`src/rtl/tm_pkg.sv`:
```
package tm_pkg;
    typedef enum logic {DIR_UP, DIR_DOWN} dir_t;
    typedef enum logic [1:0] {FLG_CLEAR, FLG_SET, FLG_ARMED} flg_t;
    localparam logic [1:0] SRC_OFF   = 2'b00;
    localparam logic [1:0] SRC_BUS   = 2'b01;
    localparam logic [1:0] SRC_FIXED = 2'b10;
    localparam logic [1:0] SRC_EXT   = 2'b11;
    localparam int FLAG_BIT = 7;
endpackage

```
`src/rtl/tm_clk_sel.sv`:
```
module tm_clk_sel #(
    parameter int SYNC_STAGES = 2
) (
    input  logic       clk,
    input  logic       rst_n,
    input  logic [1:0] sel,
    input  logic       fixed_tick,
    input  logic       ext_pin,
    output logic       src_tick
);
    import tm_pkg::*;
    logic [SYNC_STAGES-1:0] sync_q;
    logic                   last_q;
    logic                   ext_rise;

    generate
        for (genvar i = 0; i < SYNC_STAGES; i++) begin : g_sync
            always_ff @(posedge clk) begin
                if (!rst_n) sync_q[i] <= 1'b0;
                else if (i == 0) sync_q[i] <= ext_pin;
                else sync_q[i] <= sync_q[(i == 0) ? 0 : i-1];
            end
        end
    endgenerate

    always_ff @(posedge clk) begin
        if (!rst_n) last_q <= 1'b0;
        else last_q <= sync_q[SYNC_STAGES-1];
    end

    assign ext_rise = sync_q[SYNC_STAGES-1] & ~last_q;

    always_comb begin
        unique case (sel)
            SRC_OFF:   src_tick = 1'b0;
            SRC_BUS:   src_tick = 1'b1;
            SRC_FIXED: src_tick = fixed_tick;
            SRC_EXT:   src_tick = ext_rise;
        endcase
    end

    // disabled source never produces a tick
    a_r9_off_silent: assert property (@(posedge clk) disable iff (!rst_n)
        (sel == SRC_OFF) |-> !src_tick);
endmodule

```
`src/rtl/tm_prescale.sv`:
```
module tm_prescale #(
    parameter int PS_W = 3
) (
    input  logic            clk,
    input  logic            rst_n,
    input  logic            enable,
    input  logic            src_tick,
    input  logic [PS_W-1:0] ps,
    output logic            tick
);
    localparam int PRE_W = (1 << PS_W) - 1;
    logic [PRE_W-1:0] pre_q;
    logic [PRE_W-1:0] mask;

    assign mask = PRE_W'((PRE_W+1)'(1) << ps) - PRE_W'(1);
    assign tick = src_tick && ((pre_q & mask) == mask);

    always_ff @(posedge clk) begin
        if (!rst_n || !enable) pre_q <= '0;
        else if (src_tick) pre_q <= pre_q + PRE_W'(1);
    end

    // a divided tick only happens on a source tick
    a_r10_tick_needs_src: assert property (@(posedge clk) disable iff (!rst_n)
        tick |-> src_tick);
    // prescaler restarts while the source is off
    a_r9_pre_restart: assert property (@(posedge clk) disable iff (!rst_n)
        !enable |=> pre_q == '0);
endmodule

```
`src/rtl/tm_counter.sv`:
```
module tm_counter #(
    parameter int CNT_W = 16
) (
    input  logic             clk,
    input  logic             rst_n,
    input  logic             tick,
    input  logic             center,
    input  logic [CNT_W-1:0] modulo,
    output logic [CNT_W-1:0] count,
    output logic             ovf_evt
);
    import tm_pkg::*;
    dir_t             dir_q, dir_nx;
    logic [CNT_W-1:0] cnt_q, cnt_nx;
    logic [CNT_W-1:0] top;

    assign top   = (modulo == '0) ? '1 : modulo;
    assign count = cnt_q;

    always_ff @(posedge clk) begin
        if (!rst_n) begin
            dir_q <= DIR_UP;
            cnt_q <= '0;
        end else begin
            dir_q <= dir_nx;
            cnt_q <= cnt_nx;
        end
    end

    always_comb begin
        dir_nx  = dir_q;
        cnt_nx  = cnt_q;
        ovf_evt = 1'b0;
        if (!center) dir_nx = DIR_UP;
        if (tick) begin
            if (!center) begin
                if (cnt_q >= top) begin
                    cnt_nx  = '0;
                    ovf_evt = 1'b1;
                end else begin
                    cnt_nx = cnt_q + CNT_W'(1);
                end
            end else begin
                unique case (dir_q)
                    DIR_UP: begin
                        if (cnt_q >= top) begin
                            cnt_nx  = cnt_q - CNT_W'(1);
                            dir_nx  = DIR_DOWN;
                            ovf_evt = 1'b1;
                        end else begin
                            cnt_nx = cnt_q + CNT_W'(1);
                        end
                    end
                    DIR_DOWN: begin
                        if (cnt_q == '0) begin
                            cnt_nx = CNT_W'(1);
                            dir_nx = DIR_UP;
                        end else begin
                            cnt_nx = cnt_q - CNT_W'(1);
                        end
                    end
                endcase
            end
        end
    end

    // wrap lands on zero in up-count mode
    a_r2_wrap_zero: assert property (@(posedge clk) disable iff (!rst_n)
        (tick && !center && cnt_q >= top) |=> cnt_q == '0);
    // reaching the limit in up/down mode turns the direction
    a_r3_turn_down: assert property (@(posedge clk) disable iff (!rst_n)
        (tick && center && dir_q == DIR_UP && cnt_q >= top) |=> dir_q == DIR_DOWN);
    // no tick, no count change
    a_r9_hold: assert property (@(posedge clk) disable iff (!rst_n)
        !tick |=> $stable(cnt_q));
endmodule

```
`src/rtl/tm_status.sv`:
```
module tm_status #(
    parameter int PS_W = 3
) (
    input  logic            clk,
    input  logic            rst_n,
    input  logic            rd,
    input  logic            wr,
    input  logic [7:0]      wdata,
    input  logic            ovf_evt,
    output logic [7:0]      rdata,
    output logic            flag,
    output logic            ie,
    output logic            center,
    output logic [1:0]      clk_sel,
    output logic [PS_W-1:0] ps
);
    import tm_pkg::*;
    flg_t st_q, st_nx;
    logic [6:0] ctrl_q;

    always_ff @(posedge clk) begin
        if (!rst_n) begin
            st_q   <= FLG_CLEAR;
            ctrl_q <= '0;
        end else begin
            st_q <= st_nx;
            if (wr) ctrl_q <= wdata[6:0];
        end
    end

    always_comb begin
        st_nx = st_q;
        unique case (st_q)
            FLG_CLEAR: if (ovf_evt) st_nx = FLG_SET;
            FLG_SET:   if (ovf_evt) st_nx = FLG_SET;
                       else if (rd) st_nx = FLG_ARMED;
            FLG_ARMED: if (ovf_evt) st_nx = FLG_SET;
                       else if (wr && !wdata[FLAG_BIT]) st_nx = FLG_CLEAR;
            default:   st_nx = FLG_CLEAR;
        endcase
    end

    always_comb begin
        flag    = (st_q != FLG_CLEAR);
        ie      = ctrl_q[6];
        center  = ctrl_q[5];
        clk_sel = ctrl_q[4:3];
        ps      = ctrl_q[PS_W-1:0];
        rdata   = {flag, ctrl_q};
    end

    // an overflow always leaves the flag set
    a_r6_ovf_sets: assert property (@(posedge clk) disable iff (!rst_n)
        ovf_evt |=> flag);
    // without an overflow a clear flag stays clear
    a_r7_no_self_set: assert property (@(posedge clk) disable iff (!rst_n)
        (!flag && !ovf_evt) |=> !flag);
    // the flag only falls after a write of 0 to bit 7
    a_r5_clear_by_write: assert property (@(posedge clk) disable iff (!rst_n)
        (flag && !(wr && !wdata[FLAG_BIT])) |=> flag);
endmodule

```
`src/rtl/ovf_modulo_timer.sv`:
```
module ovf_modulo_timer #(
    parameter int CNT_W       = 16,
    parameter int PS_W        = 3,
    parameter int SYNC_STAGES = 2
) (
    input  logic             clk,
    input  logic             rst_n,
    input  logic             bus_rd,
    input  logic             bus_wr,
    input  logic [7:0]       bus_wdata,
    output logic [7:0]       bus_rdata,
    input  logic [CNT_W-1:0] modulo,
    input  logic             fixed_tick,
    input  logic             ext_clk,
    output logic [CNT_W-1:0] count,
    output logic             irq
);
    import tm_pkg::*;
    logic            flag, ie, center, src_tick, tick, ovf_evt;
    logic [1:0]      clk_sel;
    logic [PS_W-1:0] ps;

    tm_status #(.PS_W(PS_W)) u_status (
        .clk(clk), .rst_n(rst_n), .rd(bus_rd), .wr(bus_wr), .wdata(bus_wdata),
        .ovf_evt(ovf_evt), .rdata(bus_rdata), .flag(flag), .ie(ie),
        .center(center), .clk_sel(clk_sel), .ps(ps)
    );

    tm_clk_sel #(.SYNC_STAGES(SYNC_STAGES)) u_clk_sel (
        .clk(clk), .rst_n(rst_n), .sel(clk_sel), .fixed_tick(fixed_tick),
        .ext_pin(ext_clk), .src_tick(src_tick)
    );

    tm_prescale #(.PS_W(PS_W)) u_prescale (
        .clk(clk), .rst_n(rst_n), .enable(clk_sel != SRC_OFF),
        .src_tick(src_tick), .ps(ps), .tick(tick)
    );

    tm_counter #(.CNT_W(CNT_W)) u_counter (
        .clk(clk), .rst_n(rst_n), .tick(tick), .center(center),
        .modulo(modulo), .count(count), .ovf_evt(ovf_evt)
    );

    assign irq = flag & ie;

    // no request while the flag is clear
    a_r8_irq_needs_flag: assert property (@(posedge clk) disable iff (!rst_n)
        !bus_rdata[FLAG_BIT] |-> !irq);
endmodule

```
`config.mk`:
```
export PLATFORM = sky130hd
export DESIGN_NAME = ovf_modulo_timer
export DESIGN_NICKNAME = d
export VERILOG_FILES = /design/src/rtl/tm_pkg.sv /design/src/rtl/tm_clk_sel.sv /design/src/rtl/tm_prescale.sv /design/src/rtl/tm_counter.sv /design/src/rtl/tm_status.sv /design/src/rtl/ovf_modulo_timer.sv
export SDC_FILE = /design/constraint.sdc
export NUM_CORES = 1
export LEC_CHECK = 0
export ABC_AREA = 1
export CORE_ASPECT_RATIO = 1.1
export CORE_UTILIZATION = 50
export CTS_BUF_LIST = sky130_fd_sc_hd__clkbuf_16
export DETAILED_ROUTE_END_ITERATION = 10
export DONT_BUFFER_PORTS = 1
export PLACE_DENSITY = 0.68
export SETUP_SLACK_MARGIN = 0.1
export SLEW_MARGIN = 20
export SYNTH_ARGS = -nofsm -noshare
export SYNTH_HDL_FRONTEND = slang
export SYNTH_SLANG_ARGS = --single-unit
```
`constraint.sdc`:
```
create_clock -name clk -period 2.7 [get_ports clk]
set_clock_uncertainty 0.15 [all_clocks]
set_input_delay 0.135 -clock clk [delete_from_list [all_inputs] [get_ports clk]]
set_output_delay 0.135 -clock clk [all_outputs]
set_load 0.05 [all_outputs]
```
* After elaboration in Yosys (flattened, before gate mapping)
Index checks and enable logic that the tools add are counted.
Word-level totals: register bits after elaboration 36, bits of input ports 30, output and inout bits 25, logic and storage cells 64
Cells by class: add/sub/neg operators 4, order comparisons 1, equal/unequal tests 9, shifts and indexed selects 1, multiplexer cells 23, bitwise logic cells 5, reduce and logical (&&, ||, !) cells 13
Operators with widths (number):
- $mux W16 | 5
- $logic_not A16 Y1 | 2
- $pmux W16 S2 | 1
- $add A16 B1 Y16 const B | 1
- $ge A16 B16 Y1 | 1
- $sub A16 B1 Y16 const B | 1
- $mux W2 | 5
- $mux W1 | 9
- $add A7 B1 Y7 const B | 1
- $and A7 B7 Y7 | 1
- $eq A7 B7 Y1 | 1
- $shl A1 B3 Y7 const A | 1
- $sub A7 B2 Y7 const B | 1
- $eq A2 B2 Y1 const B | 3
- $pmux W2 S3 | 1
- $eq A2 B1 Y1 const B | 2
- $logic_not A2 Y1 | 2
- $pmux W1 S4 | 1
- $reduce_bool A2 Y1 | 2
- $logic_not A1 Y1 | 3
- $ne A3 B2 Y1 const B | 1
- $ne A3 B3 Y1 const B | 1
- $reduce_and A3 Y1 | 1
- $and A1 B1 Y1 | 2
- 5 further kinds | 7

* Depth between registers and ports, before layout
word-level depth 9, gate-level depth with buffers 19, gate-level depth less buffers 19

* By module
A second synthesis with hierarchy kept.
Second synthesis, totals: cells, all modules 430, area total of the unflattened synthesis 2803.9 µm²
Modules (own cells, without submodules):
- tm_counter | times used 1, cells an instance 290, area each 1861.8 µm², sequential area each 340.3 µm²
- tm_status | times used 1, cells an instance 59, area each 427.9 µm², sequential area each 180.2 µm²
- tm_prescale | times used 1, cells an instance 57, area each 375.4 µm², sequential area each 140.1 µm²
- tm_clk_sel | times used 1, cells an instance 19, area each 120.1 µm², sequential area each 60.1 µm²
- ovf_modulo_timer | times used 1, cells an instance 5, area each 18.8 µm², sequential area each 0.0 µm²

* Worst setup path after synthesis
OpenSTA, ideal clock, no wires.
kind in2reg, from input modulo[9], to register u_counter.cnt_q[2] (netlist: u_counter.count[2]), library setup time 0.117 ns, data arrival time 2.308 ns, data required time 2.433 ns, path slack 0.124 ns, stages on the path 15, path buffers 2, cells stage by stage nor4_1 -> nand4_1 -> inv_1 -> clkbuf_1 -> nor2_1 -> ha_1 -> a21oi_1 -> o21ai_0 -> nor2_1 -> nand3_1 -> nand2_4 -> buf_12 -> nor2_1 -> nor2_1 -> nor2_1
Between the ends: word-level cells in the longest chain between the ends 6, elaborated cells on any way between the ends 7, those cells by class order compare (1); mux (5); reduce/logical (1)
Ends and longest elaborated chain:
- start, declared | line ovf_modulo_timer.sv:12 | input logic [CNT_W-1:0] modulo,
- $logic_not A16 Y1 | line tm_counter.sv:17 | assign top = (modulo == '0) ? '1 : modulo;
- $mux W16 * | line tm_counter.sv:17
- $ge A16 B16 Y1 * | line tm_counter.sv:37, tm_counter.sv:46
- $mux W16 | line tm_counter.sv:46 | if (cnt_q >= top) begin
- $pmux W16 S2 | line tm_counter.sv:44 | unique case (dir_q)
- $mux W16 * | line tm_counter.sv:36 | if (!center) begin
- end signal, assigned | line tm_counter.sv:26 | cnt_q <= cnt_nx;
- end, declared | line tm_counter.sv:14 | logic [CNT_W-1:0] cnt_q, cnt_nx;
Every way passes the cells marked *; elsewhere a longest branch is shown, timed or not. A chain may end at the register's enable or synchronous reset.

* Final worst setup path
from input modulo[13], to register u_counter.cnt_q[13] (netlist: u_counter.count[13])
Same word-level chain as after synthesis.

==> flow_metrics.tcl <==
set metrics [dict create \
    status "complete, no violations" \
    dpl_worst_slack_ns -0.03921 \
    rsz0062_at_grt "false" \
    max-clock-path-buffers 2 \
    grt_pass1_wl_um 11830 \
    routed_wl_um 7247 \
    synth.area.top_cells "dfxtp_1, nor2_1, nand2_1" \
    cp_max_fo 12 \
    ys_types 32 \
    routabilityCongestion 0.9272 \
    final_common_cell "nor2_1" \
    period_share_pct 84.38 \
    slew_violations 0 \
    syn_inst 464 \
    instances_no_fill 567 \
    portBuffers 0 \
    synth_top_area_share_pct 24.17 \
    syn_to_final_growth_pct 15.69 \
    h-tree-depth 2 \
    diodes 0 \
    p_leak_uw 0.001709 \
    dpl.hpwl_um 5452 \
    start_util_pct 51.68 \
    dieArea_sq_mm 0.006277 \
    worstSetupPathType "input pin to flip-flop" \
    grt_pass1_vias 2734 \
    antenna_found_initial 0 \
    postRouteAntennaNets 0 \
    yosysSeqAreaShare_pct 24.17 \
    fmax_ghz 0.4389 \
    die-height_um 82.99 \
    layout_min_cycle_time_ns 2.278 \
    grt_use_total_pct 24.14 \
    fin_ws_ns 0.4217 \
    wire_per_inst_um 12.78 \
    clock_sinks 36 \
    cap_viol_max_count 0 \
    tns_ns 0 \
    drcViolationCount 0 \
    start_kind "input pin" \
    drt-pass1-iter-count 5 \
    viasPerCell 5.270 \
    setup_viol_count_final 0 \
    ys_warn_count 0 \
    cts_tree "yes" \
    worstPathRequired_ns 2.73 \
    layout.nets 539 \
    via_count 2988 \
    hold_viol 0 \
    cts_inserted_buffers 5 \
    cts-root-buf "clkbuf_16" \
    hp-class "input pin to flip-flop" \
    grt_max_degree 32 \
    syn_area_per_cell_sq_um 6.426 \
    ys_ff_latch 36 \
    clk_latency_ns 0.28 \
    die_w_um 75.63 \
    drive_gt1_share_pct 11.63 \
    arrival_ns 2.31 \
    path_clk_slew_ns 0.06 \
    fill_cells 541 \
    rrSetupSlack_ns 0.48 \
    p_per_area_mw_per_mm2 497.6 \
    cp-end-kind "flip-flop" \
    final_cell_mix "nor2_1, nand2_1, inv_1" \
    ir_worst_vdd_mv 0.4496 \
    core_area_sq_mm 0.005769 \
    synth_top_area_cell "dfxtp_1" \
    syn-num-nets 514 \
    drtIter0Drc 226 \
    ios 55 \
    dp_cells 548 \
    slew_headroom_pct 38.47 \
    grt_overflow_total 0 \
    rows 29 \
    worstMarginPinSlew_ns 0.9199 \
    netlist_area_sq_mm 0.002982 \
]
==> worst paths after layout <==
kind	end	start	cells past startpoint
hold / removal	u_prescale.pre_q[1]	fixed_tick	4
hold reg to reg	u_clk_sel.sync_q[1]	u_clk_sel.sync_q[0]	2
setup reg to reg	u_counter.count[11]	u_status.ctrl_q[1]	11
setup / recovery	u_counter.count[13]	modulo[13]	20
==> sequential cells by signal (all words and copies together), names as in the netlist <==
| signal | flops |
|---|---|
| u_prescale.pre_q | 7 |
| u_clk_sel.last_q | 1 |
| u_counter.count | 16 |
| u_counter.dir_q | 1 |
| u_clk_sel.sync_q | 2 |
| u_status.st_q | 2 |
| u_status.ctrl_q | 7 |
==> metrics by stage <==
step / utilization [%] / area [sq um] / total power (uW) / hold slack (ns)
after detailed placement: 53.70 / 3098 / 852.3 / 0.09136
after global routing: 59.79 / 3450 / 1779 / 0.06628
final: 59.79 / 3450 / 1716 / 0.03186
after CTS: 59.34 / 3423 / 1719 / 0.01054
after floorplan: - / 2982 / 808.5 / 0.08263
after global placement: 53.70 / 3098 / 847.1 / 0.08729
==> synthesized netlist by cell type (all sizes together) <==
library cell / count
nand3: 30
nor3: 11
or2: 1
nand3b: 1
inv: 59
buf: 16
nor2: 94
ha: 20
o211ai: 2
nand4: 10
xor2: 17
clkbuf: 5
xnor2: 6
dfxtp: 36
nand2: 83
nor3b: 1
o21ai: 45
a21oi: 23
nor4: 4
==> power by group <==
group	internal [uW]	switching, uW	leakage, uW
combinational	107	193	0.00131
clock	623	231	0.000104
sequential	547	14.5	0.000293
==> critical path, stage by stage <==
cell and delay, ns:
nor4_2 0.32, nand4_1 0.13, inv_1 0.09, buf_4 0.14, nor2_1 0.05, ha_1 0.28
nand2_1 0.05, inv_1 0.06, nand2_1 0.07, nor2_1 0.10, nor2_1 0.05, nand2_1 0.07
nand2_1 0.12, nand3_1 0.11, buf_4 0.18, inv_1 0.10, nand2_1 0.07, nand3_1 0.07
nand2_1 0.09, inv_1 0.04
==> kinds of logic (layout without fill, tap and decap cells) <==
group           count (synthesis)  after routing  share of synthesized area (%)
fa+ha+maj                      20             20                          8.393
flops                          36             36                          24.17
xor+xnor                       23             23                          6.756
compound gates                 70             70                          11.92
simple gates                  235            235                          34.96
buf+inv                        80            106                          13.81
==> metal layers <==
layer	vias up	global-route usage (%)	part of all wire [%]	routed length, um
li1	1539	-	-	-
met1	1336	28.97	43	3146
met2	100	41.64	49	3574
met3	13	5.218	5.5	399
met4	0	7.744	1.7	126
met5	-	0	0	0
==> layout make-up <==
class                      count  area (sq um)  share of cell area (%)
multi-input combinational    348          1876                   54.37
tap                           77         96.34                   2.793
timing repair buffer          39         320.3                   9.285
clock inverter                 3         90.09                   2.612
clock buffer                   5         125.1                   3.627
sequential                    36         720.7                   20.89
inverter                      59         221.5                   6.420
==> what timing repair did <==
action,4_1_cts,5_1_grt
gates resized for setup,0,5
endpoints found under the hold margin,29,0
hold buffers,11,0
buffers inserted,0,0
setup endpoints to repair,0,15
Note: power is estimated with default switching activity, not from simulation.
